<file path="src/rtl/fiq_route_pkg.sv">
package fiq_route_pkg;
  localparam int unsigned SRC_W  = 32;
  localparam int unsigned ADDR_W = 8;

  localparam logic [ADDR_W-1:0] OFS_RAW  = 8'h00;
  localparam logic [ADDR_W-1:0] OFS_SEL  = 8'h08;
  localparam logic [ADDR_W-1:0] OFS_ENS  = 8'h0C;
  localparam logic [ADDR_W-1:0] OFS_ENC  = 8'h10;
  localparam logic [ADDR_W-1:0] OFS_BYP  = 8'h14;

  typedef struct packed {
    logic [SRC_W-1:0] sel;
    logic [SRC_W-1:0] en;
    logic             byp;
  } route_cfg_t;
endpackage

</file>
<file path="src/rtl/fiq_route_regs.sv">
module fiq_route_regs
  import fiq_route_pkg::*;
#(
  parameter int unsigned N_SRC = SRC_W,
  parameter int unsigned AW    = ADDR_W
) (
  input  logic             clk,
  input  logic             rst_n,
  input  logic [N_SRC-1:0] raw_i,
  input  logic [AW-1:0]    addr_i,
  input  logic             we_i,
  input  logic [N_SRC-1:0] wdata_i,
  output logic [N_SRC-1:0] rdata_o,
  output route_cfg_t       cfg_o
);
  logic [N_SRC-1:0] sel_q, en_q;
  logic             byp_q;

  // decoded write events, brought out for the assertions
  logic wr_sel, wr_set, wr_clr, wr_byp;
  assign wr_sel = we_i && (addr_i == AW'(OFS_SEL));
  assign wr_set = we_i && (addr_i == AW'(OFS_ENS));
  assign wr_clr = we_i && (addr_i == AW'(OFS_ENC));
  assign wr_byp = we_i && (addr_i == AW'(OFS_BYP));

  always_ff @(posedge clk or negedge rst_n) begin
    if (!rst_n) begin
      sel_q <= '0;
      byp_q <= 1'b0;
    end else begin
      if (wr_sel) sel_q <= wdata_i;
      if (wr_byp) byp_q <= wdata_i[0];
    end
  end

  for (genvar i = 0; i < int'(N_SRC); i++) begin : g_en
    always_ff @(posedge clk or negedge rst_n) begin
      if (!rst_n)                       en_q[i] <= 1'b0;
      else if (wr_set && wdata_i[i])    en_q[i] <= 1'b1;
      else if (wr_clr && wdata_i[i])    en_q[i] <= 1'b0;
    end
  end

  always_comb begin
    unique case (addr_i)
      AW'(OFS_RAW): rdata_o = raw_i;
      AW'(OFS_SEL): rdata_o = sel_q;
      AW'(OFS_ENS): rdata_o = en_q;
      AW'(OFS_BYP): rdata_o = {{(N_SRC-1){1'b0}}, byp_q};
      default:      rdata_o = '0;
    endcase
  end

  assign cfg_o.sel = sel_q;
  assign cfg_o.en  = en_q;
  assign cfg_o.byp = byp_q;

  p_set_hits_r4: assert property (@(posedge clk) disable iff (!rst_n)
    wr_set |=> ((en_q & $past(wdata_i)) == $past(wdata_i)));
  p_set_keeps_r4: assert property (@(posedge clk) disable iff (!rst_n)
    wr_set |=> ((en_q & $past(en_q)) == $past(en_q)));
  p_clr_hits_r5: assert property (@(posedge clk) disable iff (!rst_n)
    wr_clr |=> ((en_q & $past(wdata_i)) == '0));
  p_clr_keeps_r5: assert property (@(posedge clk) disable iff (!rst_n)
    wr_clr |=> ((en_q | $past(en_q)) == $past(en_q)));
  p_en_hold_r9: assert property (@(posedge clk) disable iff (!rst_n)
    !(wr_set || wr_clr) |=> $stable(en_q));
  p_sel_hold_r9: assert property (@(posedge clk) disable iff (!rst_n)
    !wr_sel |=> $stable(sel_q));
endmodule

</file>
<file path="src/rtl/fiq_route_merge.sv">
module fiq_route_merge
  import fiq_route_pkg::*;
#(
  parameter int unsigned N_SRC = SRC_W
) (
  input  logic [N_SRC-1:0] raw_i,
  input  route_cfg_t       cfg_i,
  input  logic             nsfiq_n_i,
  output logic [N_SRC-1:0] irq_pass_o,
  output logic             fiq_req_o,
  output logic             fiq_n_o
);
  function automatic logic [N_SRC-1:0] pass_mask(input logic [N_SRC-1:0] r,
                                                 input logic [N_SRC-1:0] s);
    return r & ~s;
  endfunction

  function automatic logic fiq_any(input logic [N_SRC-1:0] r,
                                   input logic [N_SRC-1:0] s,
                                   input logic [N_SRC-1:0] e);
    return |(r & s & e);
  endfunction

  assign irq_pass_o = pass_mask(raw_i, cfg_i.sel);
  assign fiq_req_o  = fiq_any(raw_i, cfg_i.sel, cfg_i.en);
  assign fiq_n_o    = cfg_i.byp ? nsfiq_n_i : ~fiq_req_o;
endmodule

</file>
<file path="src/rtl/fiq_route_ctrl.sv">
module fiq_route_ctrl
  import fiq_route_pkg::*;
#(
  parameter int unsigned N_SRC = SRC_W,
  parameter int unsigned AW    = ADDR_W
) (
  input  logic             clk,
  input  logic             rst_n,
  input  logic [N_SRC-1:0] src_i,
  input  logic             nsfiq_n_i,
  input  logic [AW-1:0]    reg_addr_i,
  input  logic             reg_we_i,
  input  logic [N_SRC-1:0] reg_wdata_i,
  output logic [N_SRC-1:0] reg_rdata_o,
  output logic [N_SRC-1:0] irq_pass_o,
  output logic             fiq_n_o
);
  route_cfg_t cfg;
  logic       fiq_req;

  fiq_route_regs #(.N_SRC(N_SRC), .AW(AW)) u_regs (
    .clk(clk), .rst_n(rst_n), .raw_i(src_i), .addr_i(reg_addr_i),
    .we_i(reg_we_i), .wdata_i(reg_wdata_i), .rdata_o(reg_rdata_o),
    .cfg_o(cfg)
  );

  fiq_route_merge #(.N_SRC(N_SRC)) u_merge (
    .raw_i(src_i), .cfg_i(cfg), .nsfiq_n_i(nsfiq_n_i),
    .irq_pass_o(irq_pass_o), .fiq_req_o(fiq_req), .fiq_n_o(fiq_n_o)
  );

  p_no_leak_r2: assert property (@(posedge clk) disable iff (!rst_n)
    (irq_pass_o & cfg.sel) == '0);
  p_pass_sub_r2: assert property (@(posedge clk) disable iff (!rst_n)
    (irq_pass_o & ~src_i) == '0);
  p_fiq_drive_r6: assert property (@(posedge clk) disable iff (!rst_n)
    (!cfg.byp && fiq_req) |-> !fiq_n_o);
  p_fiq_idle_r6: assert property (@(posedge clk) disable iff (!rst_n)
    (!cfg.byp && ((src_i & cfg.sel & cfg.en) == '0)) |-> fiq_n_o);
  p_bypass_r7: assert property (@(posedge clk) disable iff (!rst_n)
    cfg.byp |-> (fiq_n_o == nsfiq_n_i));
endmodule

</file>
<file path="config.mk">
export PLATFORM = sky130hd
export DESIGN_NAME = fiq_route_ctrl
export DESIGN_NICKNAME = d
export VERILOG_FILES = /design/src/rtl/fiq_route_pkg.sv /design/src/rtl/fiq_route_regs.sv /design/src/rtl/fiq_route_merge.sv /design/src/rtl/fiq_route_ctrl.sv
export SDC_FILE = /design/constraint.sdc
export NUM_CORES = 1
export LEC_CHECK = 0
export BUFFER_PORTS_ARGS = -buffer_cell sky130_fd_sc_hd__clkbuf_2
export CAP_MARGIN = 20
export CELL_PAD_IN_SITES_DETAIL_PLACEMENT = 0
export CELL_PAD_IN_SITES_GLOBAL_PLACEMENT = 2
export CORE_UTILIZATION = 32
export CTS_CLUSTER_DIAMETER = 200
export DETAILED_ROUTE_END_ITERATION = 16
export PLACE_DENSITY_LB_ADDON = 0.1
export SYNTH_ARGS = -nofsm -noshare
export SYNTH_HDL_FRONTEND = slang
export SYNTH_SLANG_ARGS = --single-unit
export TNS_END_PERCENT = 30
</file>
<file path="constraint.sdc">
create_clock -name clk -period 2.9 [get_ports clk]
set_clock_uncertainty 0.1 [all_clocks]
set_input_delay 0.435 -clock clk [delete_from_list [all_inputs] [get_ports clk]]
set_output_delay 0.435 -clock clk [all_outputs]
set_load 0.05 [all_outputs]
</file>
* After elaboration in Yosys (flattened, before gate mapping) *
Index checks and enable logic that the tools add are counted.

word-level totals
  register bits = 65
  word-level logic and storage cells = 211
  output and inout bits = 65
  input bits = 76

cells by class
  bitwise logic cells = 5
  eq/ne operators = 4
  muxes and demuxes = 66
  reductions and logical operators = 102

operator list
  operator                                              number
  case mux 32 bit (4 select lines)                      1
  AND 32 bit                                            3
  logical AND 1 bit                                     68
  two-way mux 1 bit                                     65
  nonzero test 2 bit                                    32
  inverter 32 bit                                       1
  OR reduction 32 bit                                   1
  equality test 8 x 4 -> 1 bit (second input constant)  2
  equality test 8 x 5 -> 1 bit (second input constant)  2
  logical NOT 8 bit                                     1
  inverter 1 bit                                        1

* Logic depth before layout (Yosys ltp) *
Gate-level depths: netlist (run 1).

  depth in word-level cells = 5
  gate-level depth with buffers = 6
  gate-level depth less buffers = 5

* Cells and area by module *
Synthesis (run 1) repeated with hierarchy kept, for this count alone.

second synthesis, totals
  cells, all modules = 344
  area total of the unflattened synthesis = 3743.6 um2

modules (own cells, without submodules)
  module           cells each  instances  sequential area each (um2)  area each (um2)
  fiq_route_regs   267         1          1626.6                      3280.6
  fiq_route_merge  77          1          0.0                         462.9

* Worst setup path after synthesis (run 1) *
OpenSTA, ideal clock, no wires.

  kind = input to output
  from = input reg_addr_i[5]
  to = output reg_rdata_o[0]
  path buffers = 1
  stages on the path = 6
  arrival time = 1.784 ns
  required time = 2.365 ns
  path slack = 0.581 ns
  cells stage by stage = nor2_1 > nand3b_4 > nor3_4 > buf_6 > a32oi_1 > o21ai_1

on the way
  cells in the longest elaborated chain, start to end = 2
  elaborated cells on any way between the ends = 5
  those cells by class = eq/ne: 3; mux: 1; reduce/logical: 1

RTL lines
  element                                               RTL line              source
  from (decl)                                           fiq_route_ctrl.sv:11  input logic [AW-1:0] reg_addr_i,
  equality test 8 x 5 -> 1 bit (tied with other cells)  fiq_route_regs.sv:45  unique case (addr_i)
  case mux 32 bit (4 select lines) (*)                  fiq_route_regs.sv:45
  to (decl)                                             fiq_route_ctrl.sv:14  output logic [N_SRC-1:0] reg_rdata_o,

Mark *: on every way between the ends. The rest lies on a longest branch, timed or not.

* Final worst setup path (run 1) *
  from = register u_regs.sel_q[26]
  to = output fiq_n_o

on the way
  cells in the longest elaborated chain, start to end = 5

RTL lines
  element                  RTL line               source
  from (decl)              fiq_route_regs.sv:16   logic [N_SRC-1:0] sel_q, en_q;
  from (signal assigned)   fiq_route_regs.sv:31   if (wr_sel) sel_q <= wdata_i;
  AND 32 bit (2 in a row)  fiq_route_merge.sv:21  return |(r & s & e);
  OR reduction 32 bit      fiq_route_merge.sv:21
  inverter 1 bit           fiq_route_merge.sv:26  assign fiq_n_o = cfg_i.byp ? nsfiq_n_i : ~fiq_req_o;
  two-way mux 1 bit        fiq_route_merge.sv:26
  to (decl)                fiq_route_ctrl.sv:16   output logic fiq_n_o

No other way between the ends.

==> reports/results.ini, run 1 <==
[worst_setup_path]
cp_slowest_cell = nor4_1
setup.worst_path.end_class = output pin
critPathLaunchType = flip-flop
reg2reg_slack_ps = 1990
cp.required_ps = 2370
critical_path_class = reg -> out
cpPeakStageDelay_ps = 450
critical_path_arrival_ps = 2200
path_max_fanout = 4
path_cells = and3_1 > a31oi_1 > nand4_1 > nor4_1 > a22o_1 > clkbuf_2

[die]
num_rows = 39
initial_core_util_pct = 32.8
die_area_um2 = 12100
pin_count = 141
die_w_um = 110
die_h_um = 110
core_area_um2 = 11400

[sta]
finalHoldViolations = 0
tightest_slew_ps = 870
min_period_ps = 2740
slew_headroom_pct = 42.0
fmax_ghz = 0.365
setup_viol = 0
setup_ws_ps = 162
drv_slew = 0
finalSetupTns_ps = 0
rsz0062_at_grt = false
period_share_pct = 94.4

[yosys]
ys_types = 30
async_flop_share_pct = 100
ys.warnings.count = 0
synth_nets = 413
synth-seq-area-share_pct = 43.7
synth-seq-cells = 65
synthFlopType = dfrtp_1
syn_area_per_cell_um2 = 11.0
synth_edf_count = 0
synth_top_area_share_pct = 43.7
synth_top_cell_by_area = dfrtp_1
syn_inst = 337
synth_area_leaders = dfrtp_1 (44%), mux2_4 (12%), a222oi_1 (8.3%)
syn-cell-area_um2 = 3720

[pwr]
p_clk_share_pct = 46.5
combinationalPowerShare_pct = 12.7
leakagePower_uw = 0.00270
seq_power_share_pct = 40.8
p_sw_uw = 613
p_int_uw = 1820
ir_drop_v = 0.000340
power_per_cell_area_nw_per_um2 = 493
power_uw = 2440
power.share.switching_pct = 25.2

[grt]
antenna_found_initial = 0
grt_overflow = 0
use_met3_pct = 5.63
use_met2_pct = 30.4
grt_use_total_pct = 19.4
grt_pass1_vias = 3195
grt_busiest_layer = met2
grt_max_degree = 66
grtUsageMet1_pct = 25.9
grt_pass1_wl_um = 17100

[finish]
antenna_cells = 0
final_common_cell = clkbuf_2
instances_no_fill = 630
drive_above_1_share_pct = 42.7
fin_util_pct = 43.5
syn2layout_area_growth_pct = 32.8
mostFrequentLayoutCells = clkbuf_2 (134), dfrtp_1 (65), nand2_1 (34), nor2b_1 (33), a22o_1 (33)
nets = 559

[clocking]
clk_pin_slew_ps = 50
cts_root_buffer = clkbuf_16
htreeDepth = 3
ctsLongestPathBuffers = 2
tritoncts = built
postCtsSetupRepairBufs = 0
clock_sinks = 65
post_cts_resize_count = 0
cts_buffers = 9
clock_latency_ps = 330
hold_buffers = 0

[routing]
drtAntennaViolNets = 0
first_iter_violations = 371
avgRoutedWirePerCell_um = 17.9
drc = 0
routed_wl_um = 11300
vias = 3347
post_drt_via_cell_ratio = 5.31
firstDrtPassIters = 7

[status]
outcome = completed

[min_path]
hold_path_class = in -> async

[placement]
gp_congestion = 0.822
dp_hpwl_um = 8010
port_buffers = 140
place_ws_ps = 359
dpl.cell_count = 615

[flow_run]
cap_viol_max_count = 0

-- critical path: cells and delay by family (launching register included) --
family | cells | cell delay (ps)
flops | 1 | 410
buf+inv | 1 | 270
simple gates | 3 | 810
compound gates | 2 | 380
-- synthesized netlist by cell type, types with 2 or more instances --
master	count
mux2_4	30
a31oi_1	9
buf_4	3
nand2_1	34
a22o_1	33
nand4_1	4
nor3_4	2
buf_2	6
and3_1	9
buf_12	3
nor2b_1	33
buf_6	6
nor2_1	3
inv_1	32
nand3_1	20
mux2_2	2
dfrtp_1	65
a222oi_1	31
-- logic make-up (layout without fill, tap and decap cells) --
logic type             after synthesis  in the layout  share of synthesized area (%)
DFF                                 65             65                           43.7
muxes                               32             32                           12.7
AOI/OAI and AO/OA                   77             77                           18.3
and+or+nand+nor                    113            113                           17.2
buffers and inverters               50            200                           8.06
-- power by group through the flow --
| stage | Clock (µW) | Combinational [µW] | Sequential, µW |
|---|---|---|---|
| floorplan | 0 | 216 | 995 |
| global placement | 0 | 310 | 1010 |
| detailed placement | 0 | 314 | 1010 |
| CTS | 1160 | 314 | 993 |
| global route | 1200 | 336 | 1000 |
| finish | 1130 | 310 | 994 |
-- metal layers --
| metal | share of wire [%] | routed length (µm) |
|---|---|---|
| met5 | 0 | 0 |
| met1 | 44 | 4940 |
| met2 | 48 | 5410 |
| met4 | 0.96 | 108 |
| met3 | 7.2 | 814 |
-- sequential cells by signal (all words and copies together) (netlist names) --
name / cells
u_regs.cfg_o: 32
u_regs.sel_q: 32
u_regs.byp_q: 1
-- path summary, 6_finish.rpt --
check	startpoint	end	cells past startpoint
max	u_regs.sel_q[26]$_DFFE_PN0P_	fiq_n_o	6
min	rst_n	u_regs.sel_q[18]$_DFFE_PN0P_	2
max reg2reg	u_regs.sel_q[20]$_DFFE_PN0P_	u_regs.sel_q[20]$_DFFE_PN0P_	1
min reg2reg	u_regs.cfg_o[16]$_DFFE_PN0P_	u_regs.cfg_o[16]$_DFFE_PN0P_	1
max in group asynchronous	rst_n	u_regs.cfg_o[28]$_DFFE_PN0P_	2
min in group clk	reg_wdata_i[17]	u_regs.cfg_o[18]$_DFFE_PN0P_	2
-- final cells by class --
class	count	area [µm²]
Fill cell	1156	6430
Multi-Input combinational cell	222	1820
Sequential cell	65	1630
Timing Repair Buffer	153	886
Clock buffer	13	280
Tap cell	143	179
Inverter	32	120
Clock inverter	2	35.0
-- metrics by stage --
step	hold WS, ps	area, µm²
after floorplan	39.4	3720
after global placement	396	4630
after detailed placement	399	4630
after CTS	223	4940
after global routing	243	4940
final	193	4940
Power figures use the tool's default switching activity.
==> run 2, diff against run 1 <==
--- a/config.mk
+++ b/config.mk
@@ -12,6 +12,7 @@
 export CORE_UTILIZATION = 32
 export CTS_CLUSTER_DIAMETER = 200
 export DETAILED_ROUTE_END_ITERATION = 16
+export MAX_ROUTING_LAYER = met4
 export PLACE_DENSITY_LB_ADDON = 0.1
 export SYNTH_ARGS = -nofsm -noshare
 export SYNTH_HDL_FRONTEND = slang
==> run 2 against run 1 <==
Effect of this change: design area unchanged; global-route usage up 0.49 points; via count up 0.24%.
==> reports/results.ini, run 2 (synthesized netlist as in run 1, its figures left out) <==
[pwr]
p_int_uw = 1820  ; about the same
combinationalPowerShare_pct = 12.7  ; about the same
leakagePower_uw = 0.00270  ; unchanged
seq_power_share_pct = 40.8  ; about the same
p_clk_share_pct = 46.5  ; about the same
power_uw = 2440  ; +0.11%
p_sw_uw = 616  ; +0.43%
power.share.switching_pct = 25.3  ; +0.082 points
ir_drop_v = 0.000341  ; +0.47%
power_per_cell_area_nw_per_um2 = 493  ; +0.11%

[grt]
grt_pass1_wl_um = 17100  ; -0.12%
grt_max_degree = 66  ; unchanged
grt_overflow = 0  ; unchanged
grt_use_total_pct = 19.9  ; +0.49 points
antenna_found_initial = 0  ; unchanged
grt_pass1_vias = 3193  ; -0.063%

[worst_setup_path]
critPathLaunchType = flip-flop
critical_path_class = reg -> out
path_max_fanout = 4  ; unchanged
setup.worst_path.end_class = output pin
critical_path_arrival_ps = 2180  ; -20 ps
cp.required_ps = 2370  ; about the same

[die]
core_area_um2 = 11400  ; unchanged
die_w_um = 110  ; unchanged
num_rows = 39  ; unchanged
initial_core_util_pct = 32.8  ; unchanged
pin_count = 141  ; unchanged
die_area_um2 = 12100  ; unchanged
die_h_um = 110  ; unchanged

[clocking]
ctsLongestPathBuffers = 2  ; unchanged
cts_root_buffer = clkbuf_16
postCtsSetupRepairBufs = 0  ; unchanged
hold_buffers = 0  ; unchanged
clk_pin_slew_ps = 50  ; about the same
tritoncts = built
post_cts_resize_count = 0  ; unchanged
clock_sinks = 65  ; unchanged
htreeDepth = 3  ; unchanged
clock_latency_ps = 330  ; about the same
cts_buffers = 9  ; unchanged

[sta]
tightest_slew_ps = 874  ; +3.94 ps
whs_ps = 180  ; -13.4 ps
slew_headroom_pct = 41.7  ; -0.26 points
finalSetupTns_ps = 0  ; unchanged
rsz0062_at_grt = false
period_share_pct = 93.8  ; -0.65 points
setup_ws_ps = 180  ; +18.8 ps
fmax_ghz = 0.368  ; +0.69%
min_period_ps = 2720  ; -18.8 ps
drv_slew = 0  ; unchanged
setup_viol = 0  ; unchanged
finalHoldViolations = 0  ; unchanged

[placement]
place_ws_ps = 359  ; unchanged
dp_hpwl_um = 8010  ; unchanged
port_buffers = 140  ; unchanged
gp_congestion = 0.834  ; +1.5%

[finish]
drive_above_1_share_pct = 42.7  ; unchanged
fin_util_pct = 43.5  ; unchanged
nets = 559  ; unchanged
mostFrequentLayoutCells = clkbuf_2 (134), dfrtp_1 (65), nand2_1 (34), nor2b_1 (33), a22o_1 (33)
final_common_cell = clkbuf_2
syn2layout_area_growth_pct = 32.8  ; unchanged
antenna_cells = 0  ; unchanged
n_fill_cell = 1156  ; unchanged

[routing]
post_drt_via_cell_ratio = 5.33  ; +0.24%
drtAntennaViolNets = 0  ; unchanged
avgRoutedWirePerCell_um = 18.0  ; +0.33%
drc = 0  ; unchanged
vias = 3355  ; +0.24%
firstDrtPassIters = 6  ; -1
routed_wl_um = 11300  ; +0.33%
first_iter_violations = 368  ; -0.81%

[min_path]
hold_path_class = in -> async

[flow_run]
cap_viol_max_count = 0  ; unchanged

[status]
outcome = completed

-- run 2: cell counts in the layout (fill, tap and decap cells not counted) --
No cell type changed its count.
-- run 2: path summary, 6_finish.rpt --
check	startpoint	endpoint	slack [ps]	depth (start not counted)
hold / removal	rst_n	u_regs.sel_q[18]$_DFFE_PN0P_	180	2
hold reg to reg	u_regs.cfg_o[16]$_DFFE_PN0P_	u_regs.cfg_o[16]$_DFFE_PN0P_	420	1
min in group clk	reg_wdata_i[24]	u_regs.cfg_o[25]$_DFFE_PN0P_	260	2
max in group asynchronous	rst_n	u_regs.cfg_o[28]$_DFFE_PN0P_	1930	2
setup / recovery	u_regs.sel_q[26]$_DFFE_PN0P_	fiq_n_o	180	6
setup reg to reg	u_regs.sel_q[20]$_DFFE_PN0P_	u_regs.sel_q[20]$_DFFE_PN0P_	1990	1
-- run 2: power groups by stage --
stage | Sequential, µW | Combinational, µW | Clock, µW
2_1_floorplan | 995 | 216 | 0
3_3_place_gp | 1010 | 310 | 0
3_5_place_dp | 1010 | 314 | 0
4_1_cts | 993 | 314 | 1160
5_1_grt | 1000 | 336 | 1200
6_report | 994 | 310 | 1130
-- run 2: stage by stage --
stage / area, µm² / cells
finish: 4940 / 630
global route: 4940 / 630
CTS: 4940 / 630
detailed placement: 4630 / 615
global placement: 4630 / 615
floorplan: 3720 / 337
-- run 2: area by class of cell --
| cell class | count | area (µm²) | area share [%] |
|---|---|---|---|
| Clock buffer | 13 | 280 | 5.67 |
| Timing Repair Buffer | 153 | 886 | 17.9 |
| Inverter | 32 | 120 | 2.43 |
| Tap cell | 143 | 179 | 3.62 |
| Clock inverter | 2 | 35.0 | 0.709 |
| Multi-Input combinational cell | 222 | 1820 | 36.8 |
| Sequential cell | 65 | 1630 | 32.9 |
-- run 2: per-layer routing --
metal / GRT usage, % / up-vias / share of wire (%) / wire (µm)
met3: 4.62 / 11 / 6.7 / 761
met2: 30.4 / 132 / 47 / 5370
li1: - / 1563 / - / -
met4: 6.57 / 0 / 1.1 / 125
met5: - / - / 0 / 0
met1: 25.9 / 1649 / 45 / 5060
-- run 2: worst max-delay path: stages, from the launching register on --
cell	delay, ps
dfrtp_1	410
and3_1	190
a31oi_1	170
nand4_1	170
nor4_1	430
a22o_1	200
clkbuf_2	270
==> run 3, diff against run 2 <==
--- a/config.mk
+++ b/config.mk
@@ -9,7 +9,7 @@
 export CAP_MARGIN = 20
 export CELL_PAD_IN_SITES_DETAIL_PLACEMENT = 0
 export CELL_PAD_IN_SITES_GLOBAL_PLACEMENT = 2
-export CORE_UTILIZATION = 32
+export CORE_UTILIZATION = 30
 export CTS_CLUSTER_DIAMETER = 200
 export DETAILED_ROUTE_END_ITERATION = 16
 export MAX_ROUTING_LAYER = met4
==> constraint.sdc (replaced) <==
create_clock -name clk -period 2.94 [get_ports clk]
set_clock_uncertainty 0.1 [all_clocks]
set_input_delay 0.441 -clock clk [delete_from_list [all_inputs] [get_ports clk]]
set_output_delay 0.441 -clock clk [all_outputs]
set_load 0.05 [all_outputs]
==> run 3 against run 2 <==
Effect of this change: combinational power is essentially flat; count of clock-buffer cells in the layout shrank 1; final cell count grew 3.7%; design area shrank 0.71%; core utilization shrank 2.8 points; critical path depth is the same; via count grew 0.75%; critical endpoint unchanged; hold slack lost 150 ps.
==> reports/results.ini, run 3 (synthesized netlist as in run 1, its figures left out) <==
[status]
outcome = completed

[pwr]
power_per_cell_area_nw_per_um2 = 451  ; -8.5%
leakagePower_uw = 0.00267  ; -1.2%
power_uw = 2210  ; -9.2%
ir_drop_v = 0.000192  ; -44%

[die]
pin_count = 141  ; unchanged
die_area_um2 = 12900  ; +6.5%
die_w_um = 113  ; +3.2%
die_h_um = 113  ; +3.2%
num_rows = 40  ; +2.6%
core_area_um2 = 12100  ; +6.1%
initial_core_util_pct = 30.9  ; -1.9 points

[routing]
vias = 3380  ; +0.75%
first_iter_violations = 304  ; -17%
firstDrtPassIters = 7  ; +1
drtAntennaViolNets = 0  ; unchanged
drc = 0  ; unchanged
post_drt_via_cell_ratio = 5.18  ; -2.8%
avgRoutedWirePerCell_um = 17.9  ; about the same
routed_wl_um = 11700  ; +3.6%

[grt]
grt_pass1_wl_um = 18000  ; +5.5%
grt_overflow = 0  ; unchanged
grt_max_degree = 66  ; unchanged
grt_use_total_pct = 19.1  ; -0.76 points
antenna_found_initial = 0  ; unchanged
grt_pass1_vias = 3245  ; +1.6%

[finish]
fin_util_pct = 40.7  ; -2.8 points
final_common_cell = clkbuf_2
syn2layout_area_growth_pct = 31.8
n_fill_cell = 1208  ; +4.5%
antenna_cells = 0  ; unchanged
drive_above_1_share_pct = 42.1  ; -0.65 points
mostFrequentLayoutCells = clkbuf_2 (135), dfrtp_1 (65), nand2_1 (34), nor2b_1 (33), a22o_1 (33)
nets = 559  ; unchanged

[min_path]
hold_path_class = in -> async

[worst_setup_path]
cp_slowest_cell = nor4_1
path_cells = and3_1 > a31oi_1 > nand4_1 > nor4_1 > a22o_1 > clkbuf_2
worstReg2RegStart = u_regs.sel_q[31]$_DFFE_PN0P_
path_max_fanout = 4  ; unchanged
cpPeakStageDelay_ps = 480  ; +50 ps
crit_start = u_regs.sel_q[26]$_DFFE_PN0P_
critical_path_class = reg -> out
r2r_cells = 1  ; unchanged
critical_path_arrival_ps = 2260  ; +80 ps
critPathLaunchType = flip-flop
cp.required_ps = 2400  ; +30 ps
setup.worst_path.end_class = output pin

[clocking]
clk_pin_slew_ps = 50  ; about the same
ctsLongestPathBuffers = 2  ; unchanged
postCtsSetupRepairBufs = 0  ; unchanged
cts_root_buffer = clkbuf_16
tritoncts = built
cts_buffers = 9  ; unchanged
post_cts_resize_count = 0  ; unchanged
clock_latency_ps = 320  ; about the same
htreeDepth = 3  ; unchanged
clock_sinks = 65  ; unchanged
hold_buffers = 0  ; unchanged

[flow_run]
cap_viol_max_count = 0  ; unchanged

[sta]
slew_headroom_pct = 69.0  ; +27 points
tightest_slew_ps = 461  ; -413 ps
finalSetupTns_ps = 0  ; unchanged
setup_viol = 0  ; unchanged
setup_ws_ps = 144  ; -36.9 ps
rsz0062_at_grt = false
fmax_ghz = 0.358
finalHoldViolations = 0  ; unchanged
min_period_ps = 2800
drv_slew = 0  ; unchanged
period_share_pct = 95.1

[placement]
gp_congestion = 0.762  ; -8.6%
place_ws_ps = 359  ; -0.478 ps
dp_hpwl_um = 8430  ; +5.2%
port_buffers = 140  ; unchanged

==> run 3: where the power goes <==
part / switching (µW) / internal (µW) / total (µW) / leakage [µW]
registers: 42.5 / 939 / 982 / 0.000896
logic: 191 / 119 / 310 / 0.00165
clock network: 346 / 577 / 923 / 0.000124
==> run 3: area by class of cell <==
| cell class | instances | area (µm²) | area share, % |
|---|---|---|---|
| clock inverter | 1 | 5.00 | 0.102 |
| tap | 168 | 210 | 4.28 |
| sequential | 65 | 1630 | 33.1 |
| inverter | 32 | 120 | 2.45 |
| clock buffer | 12 | 246 | 5.02 |
| multi-input combinational | 222 | 1820 | 37.0 |
| timing repair buffer | 153 | 883 | 18.0 |
==> run 3: path summary, 6_finish.rpt <==
check / end / slack (ps)
worst min register to register: u_regs.cfg_o[16]$_DFFE_PN0P_ / 420
min in group clk: u_regs.cfg_o[17]$_DFFE_PN0P_ / 280
worst max register to register: u_regs.sel_q[31]$_DFFE_PN0P_ / 2030
worst max-delay path: fiq_n_o / 140
worst min-delay path: u_regs.sel_q[5]$_DFFE_PN0P_ / 30
max in group asynchronous: u_regs.sel_q[21]$_DFFE_PN0P_ / 2410
==> run 3: worst max-delay path: cells and delay by family, from the launching register on <==
kind	cells	cell delay [ps]
buffers and inverters	1	280
and+or+nand+nor	3	850
DFF	1	400
AOI/OAI and AO/OA	2	410
==> run 3: per-stage QoR <==
stage | cells | hold WS, ps | area [µm²]
6_report | 653 | 28.9 | 4910
5_1_grt | 653 | 55.1 | 4910
4_1_cts | 653 | 47.2 | 4910
3_5_place_dp | 640 | 387 | 4660
3_3_place_gp | 640 | 385 | 4660
2_1_floorplan | 337 | 45.4 | 3720
==> run 3: layer usage <==
| layer | GRT usage, % | vias up | part of all wire [%] | wire length, µm |
|---|---|---|---|---|
| li1 | - | 1558 | - | - |
| met1 | 25.9 | 1693 | 46 | 5410 |
| met2 | 29.2 | 120 | 48 | 5570 |
| met3 | 3.19 | 9 | 5.3 | 618 |
| met4 | 6.32 | 0 | 0.99 | 116 |
| met5 | - | - | 0 | 0 |
